<file path="config.mk">
export PLATFORM = sky130hd
export DESIGN_NAME = amp_fault_ctl
export DESIGN_NICKNAME = d
export VERILOG_FILES = /design/src/rtl/afp_pkg.sv /design/src/rtl/afp_run_ctl.sv /design/src/rtl/afp_recover_timer.sv /design/src/rtl/afp_err_track.sv /design/src/rtl/amp_fault_ctl.sv
export SDC_FILE = /design/constraint.sdc
export NUM_CORES = 1
export LEC_CHECK = 0
export ABC_CLOCK_PERIOD_IN_PS = 1600
export CAP_MARGIN = 20
export CORE_MARGIN = 1.5
export CORE_UTILIZATION = 30
export DETAILED_ROUTE_END_ITERATION = 10
export PLACE_DENSITY_LB_ADDON = 0.08
export SYNTH_ARGS = -nofsm -noshare
export SYNTH_HDL_FRONTEND = slang
export SYNTH_SLANG_ARGS = --single-unit
</file>
<file path="constraint.sdc">
create_clock -name clk -period 1.6 [get_ports clk]
set_input_delay 0.32 -clock clk [delete_from_list [all_inputs] [get_ports clk]]
set_output_delay 0.32 -clock clk [all_outputs]
set_load 0.02 [all_outputs]
</file>
<file path="src/rtl/afp_pkg.sv">
package afp_pkg;
  localparam int unsigned NSRC = 6;

  localparam int unsigned IDX_OC  = 0;
  localparam int unsigned IDX_UV  = 1;
  localparam int unsigned IDX_OV  = 2;
  localparam int unsigned IDX_OT  = 3;
  localparam int unsigned IDX_DC  = 4;
  localparam int unsigned IDX_CLK = 5;

  // sources that stay recorded until a shutdown cycle
  localparam logic [NSRC-1:0] LATCH_MASK = (NSRC'(1) << IDX_OC)
                                         | (NSRC'(1) << IDX_OT)
                                         | (NSRC'(1) << IDX_DC);
  // non-latching sources that still drive the fault pad
  localparam logic [NSRC-1:0] PAD_NL_MASK = (NSRC'(1) << IDX_CLK);
endpackage

</file>
<file path="src/rtl/afp_run_ctl.sv">
module afp_run_ctl (
  input  logic clk,
  input  logic rst_n,
  input  logic sd_pin_n,
  input  logic sd_reg_run,
  output logic run_o
);
  logic run_q, run_nx;

  always_comb begin
    run_nx = sd_pin_n & sd_reg_run;
  end

  always_ff @(posedge clk or negedge rst_n) begin
    if (!rst_n) run_q <= 1'b0;
    else        run_q <= run_nx;
  end

  assign run_o = run_q;
endmodule

</file>
<file path="src/rtl/afp_recover_timer.sv">
module afp_recover_timer #(
  parameter int unsigned TIMEOUT = 1024
) (
  input  logic clk,
  input  logic rst_n,
  input  logic run_i,
  output logic ready_o
);
  localparam int unsigned CW = $clog2(TIMEOUT + 1);
  localparam logic [CW-1:0] LAST = CW'(TIMEOUT - 1);

  logic [CW-1:0] cnt_q, cnt_nx;
  logic          rdy_q, rdy_nx;
  logic          cnt_en;

  assign cnt_en = run_i & ~rdy_q;

  always_comb begin
    cnt_nx = cnt_q;
    rdy_nx = rdy_q;
    if (!run_i) begin
      cnt_nx = '0;
      rdy_nx = 1'b0;
    end else if (cnt_en) begin
      cnt_nx = cnt_q + CW'(1);
      if (cnt_q == LAST) rdy_nx = 1'b1;
    end
  end

  always_ff @(posedge clk or negedge rst_n) begin
    if (!rst_n) begin
      cnt_q <= '0;
      rdy_q <= 1'b0;
    end else begin
      cnt_q <= cnt_nx;
      rdy_q <= rdy_nx;
    end
  end

  assign ready_o = rdy_q;
endmodule

</file>
<file path="src/rtl/afp_err_track.sv">
module afp_err_track
  import afp_pkg::*;
#(
  parameter int unsigned N = NSRC,
  parameter logic [N-1:0] LMASK = LATCH_MASK
) (
  input  logic         clk,
  input  logic         rst_n,
  input  logic         run_i,
  input  logic [N-1:0] err_i,
  output logic [N-1:0] live_o,
  output logic [N-1:0] held_o
);
  logic [N-1:0] live_q;
  logic [N-1:0] held_q, held_nx;

  for (genvar g = 0; g < int'(N); g++) begin : g_src
    if (LMASK[g]) begin : g_latch
      assign held_nx[g] = run_i & (held_q[g] | live_q[g]);
    end else begin : g_live
      assign held_nx[g] = 1'b0;
    end
  end

  always_ff @(posedge clk or negedge rst_n) begin
    if (!rst_n) begin
      live_q <= '0;
      held_q <= '0;
    end else begin
      live_q <= err_i;
      held_q <= held_nx;
    end
  end

  assign live_o = live_q;
  assign held_o = held_q;
endmodule

</file>
<file path="src/rtl/amp_fault_ctl.sv">
module amp_fault_ctl
  import afp_pkg::*;
#(
  parameter int unsigned TIMEOUT = 1024
) (
  input  logic            clk,
  input  logic            rst_n,
  input  logic            sd_pin_n,
  input  logic            sd_reg_run,
  input  logic [NSRC-1:0] err_i,
  output logic            fault_n_o,
  output logic            play_en_o,
  output logic [NSRC-1:0] err_status_o
);
  logic            run_q;
  logic            ready;
  logic [NSRC-1:0] live;
  logic [NSRC-1:0] held;

  afp_run_ctl u_run (
    .clk(clk), .rst_n(rst_n),
    .sd_pin_n(sd_pin_n), .sd_reg_run(sd_reg_run),
    .run_o(run_q)
  );

  afp_recover_timer #(.TIMEOUT(TIMEOUT)) u_tmr (
    .clk(clk), .rst_n(rst_n), .run_i(run_q), .ready_o(ready)
  );

  afp_err_track #(.N(NSRC), .LMASK(LATCH_MASK)) u_trk (
    .clk(clk), .rst_n(rst_n), .run_i(run_q),
    .err_i(err_i), .live_o(live), .held_o(held)
  );

  assign err_status_o = held | (live & ~LATCH_MASK);
  assign fault_n_o    = ~(|held | |(live & PAD_NL_MASK));
  assign play_en_o    = run_q & ready & ~|held & ~|live;
endmodule

</file>
==> flow_summary.json, run 1 <==
{
  "total_power_uw": 987.8,
  "max-cap-violations": 0,
  "power_frac_comb_pct": 10.1,
  "ios": 18,
  "clock_tree.buffer_depth": 2,
  "n_fill_cell": 302,
  "cts_buffers": 3,
  "synth_largest_type_area_fraction_pct": 57.82,
  "critical_path_arrival_ns": 1.39,
  "totalNegativeSetupSlack_ns": -0.1137,
  "leakage_nw": 0.5384,
  "mappedNetlistArea_um2": 952.2,
  "die_w_um": 59.34,
  "die-height_um": 59.34,
  "timing.clock.skew_ns": 0.005538,
  "place.port_buffers": 17,
  "fmax_mhz": 583.5,
  "timing.hold.ws_ns": 0.3461,
  "synth.yosys.seq_area_share_pct": 57.82,
  "worst_ir_drop_vdd_v": 0.0004235,
  "outcome": "finished with violations",
  "drt-wirelength-per-cell_um": 11.66,
  "dr.first_iter.drc_count": 33,
  "postLayoutSetupSlackWorst_ns": -0.1137,
  "commonest_cells_after_routing_fill_and_taps_aside": "22 x sky130_fd_sc_hd__dfrtp_1, 10 x sky130_fd_sc_hd__buf_4, 9 x sky130_fd_sc_hd__nor2_1, 9 x sky130_fd_sc_hd__clkdlybuf4s50_1",
  "routed_wirelength_mm": 1.807,
  "grt_setup_unrepaired": "yes",
  "detailroute.via_count": 690,
  "postSynthRegisterBits": 22,
  "area_delta_synth_final_pct": 32.59,
  "die-area_mm2": 0.003521,
  "switching_power_uw": 225.0,
  "place.gp.congestion": 0.6593,
  "power_density_mw_per_mm2": 782.4,
  "grt.overflow.total": 0,
  "preCtsSetupSlack_ns": -0.2732,
  "switching_share_pct": 22.78,
  "cts_num_sinks": 22,
  "global_route.usage.total_pct": 11.83,
  "tightest_slew_ns": 0.3844,
  "timing.critical_path.from_type": "flop",
  "vias_per_cell": 4.452,
  "nNetsFinal": 123,
  "syn-mean-instance-area_um2": 11.07,
  "power_frac_clock_pct": 30.8,
  "seq_power_share_pct": 59.0,
  "failed_checks": "negative setup slack",
  "timing.critical_path.required_ns": 1.28,
  "antenna_found_initial": 0,
  "clk_latency_ns": 0.30,
  "detail-route-antenna-nets": 0,
  "largest_area_contributor_in_the_synthesized_netlist": "sky130_fd_sc_hd__dfrtp_1",
  "fin_hold_viols": 0,
  "grt_first_pass_wirelength_mm": 3.042,
  "hold_path_class": "in2async",
  "floorplan.rows": 20,
  "p_int_uw": 762.8,
  "post_route_cells_drive_above_1_share_pct": 19.82,
  "crit_type": "reg2out",
  "syn-instance-count": 86,
  "pin_count_of_the_biggest_net_entering_global_routing": 23,
  "drt_pre_antenna_iters": 4,
  "maxSlewViolCount": 0,
  "most_frequent_standard_cell_in_the_layout_excluding_fill_and_tap_cells": "sky130_fd_sc_hd__dfrtp_1",
  "setup_viol": 1,
  "synthesis_warnings": 0,
  "slew_headroom_pct": 74.02,
  "drt_drc_violations_left": 0,
  "core-area_mm2": 0.003028,
  "tritoncts": "built",
  "cts_root_buffer": "sky130_fd_sc_hd__clkbuf_4",
  "yosysUniqueCellTypes": 27,
  "synth_top_cells_by_area": "sky130_fd_sc_hd__dfrtp_1 58%, sky130_fd_sc_hd__mux2i_1 5.3%, sky130_fd_sc_hd__nor4_1 3.9%",
  "initial_util_pct": 31.45,
  "final_min_period_over_clock_period_pct": 107.1,
  "dpl.hpwl_mm": 1.293,
  "critical_path.endpoint_type": "primary output",
  "post_cts_hold_buffer_count": 0,
  "grt_pass1_vias": 696,
  "worst_setup_hold_path_clk_slew_ns": 0.12,
  "synth.net_count": 97,
  "final_core_util_pct": 41.69,
  "period_minus_slack_ns": 1.714,
  "cts.htree.levels": 1,
  "critical_path_peak_fanout": 2,
  "insertedDiodeCount": 0
}
area by class of cell:
cell class / count / area [um2] / area share, %
Inverter: 1 / 3.754 / 0.2973
Timing Repair Buffer: 27 / 240.2 / 19.03
Tap cell: 44 / 55.05 / 4.361
Clock buffer: 4 / 36.28 / 2.874
Sequential cell: 22 / 550.5 / 43.61
Multi-Input combinational cell: 57 / 376.6 / 29.83
cells in the mapped netlist (all sizes together):
| library cell | number |
|---|---|
| a21oi | 4 |
| and2 | 2 |
| and4b | 1 |
| buf | 5 |
| clkbuf | 1 |
| dfrtp | 22 |
| ha | 1 |
| inv | 1 |
| mux2i | 5 |
| nand2 | 6 |
| nand2b | 5 |
| nand3 | 3 |
| nand4 | 2 |
| nor2 | 9 |
| nor2b | 1 |
| nor4 | 6 |
| nor4b | 1 |
| o21a | 1 |
| o21ai | 3 |
| o31ai | 1 |
| or3 | 3 |
| or4 | 1 |
| xnor2 | 1 |
| xor2 | 1 |
cell families (layout without fill, tap and decap cells):
group,Yosys count,in the layout,share of synthesized area (%)
AOI/OAI and AO/OA,9,9,5.256
xor gates and xnor gates,2,2,1.840
adders and majority gates,1,1,1.314
buffers and inverters,7,32,5.518
DFF,22,22,57.82
muxes,5,5,5.256
and+or+nand+nor,40,40,23.00
power groups by stage:
stage          registers (mW)  logic (mW)  clock network (mW)
2_1_floorplan           0.596      0.0355                   0
3_5_place_dp            0.593       0.107                   0
4_1_cts                 0.584       0.102               0.325
6_report                0.583       0.100               0.305
5_1_grt                 0.585       0.111               0.341
3_3_place_gp            0.593       0.106                   0
worst paths after layout:
check | startpoint | to | slack (ns) | depth (start not counted)
max in group asynchronous | rst_n | u_trk.live_o[1] | 1.02 | 2
min in group clk | err_i[0] | u_trk.live_o[0] | 0.44 | 1
min | rst_n | u_tmr.cnt_q[7] | 0.35 | 2
max reg2reg | u_tmr.ready_o | u_tmr.cnt_q[6] | 0.18 | 4
max | u_trk.live_o[5] | play_en_o | -0.11 | 3
min reg2reg | u_trk.live_o[4] | u_trk.held_o[4] | 0.51 | 2
critical path: stages (launching register included):
cell,delay [ns]
sky130_fd_sc_hd__dfrtp_1,0.42
sky130_fd_sc_hd__nor4_4,0.29
sky130_fd_sc_hd__and4b_2,0.27
sky130_fd_sc_hd__buf_6,0.12
layer usage:
layer | track usage [%] | routed length [um]
met3 | 2.183 | 60
met5 | 0 | 0
met4 | 6.818 | 19
met1 | 16.60 | 905
met2 | 16.95 | 822
what timing repair did:
item	4_1_cts	5_1_grt
setup buffers	1	1
pin swaps	2	2
resized for setup	19	1
endpoints found under the setup margin	8	3
through the flow:
stage                     cell area [um2]  instances
after floorplan                     968.4         86
after global placement               1220        151
after detailed placement             1220        151
after CTS                            1257        155
after global routing                 1262        155
final                                1262        155
state kept, by name (all words and copies together) (netlist names):
signal	count
u_tmr.cnt_q	11
u_tmr.ready_o	1
u_trk.live_o	6
u_run.run_o	1
u_trk.held_o	3
(Power assumes the default switching activity.)
==> inputs of run 2 (changes only) <==
Settings changed: HOLD_SLACK_MARGIN set to 0.1.
==> results of run 2 <==
Same layout as run 1: the final DEF is identical, and so are final timing and power.
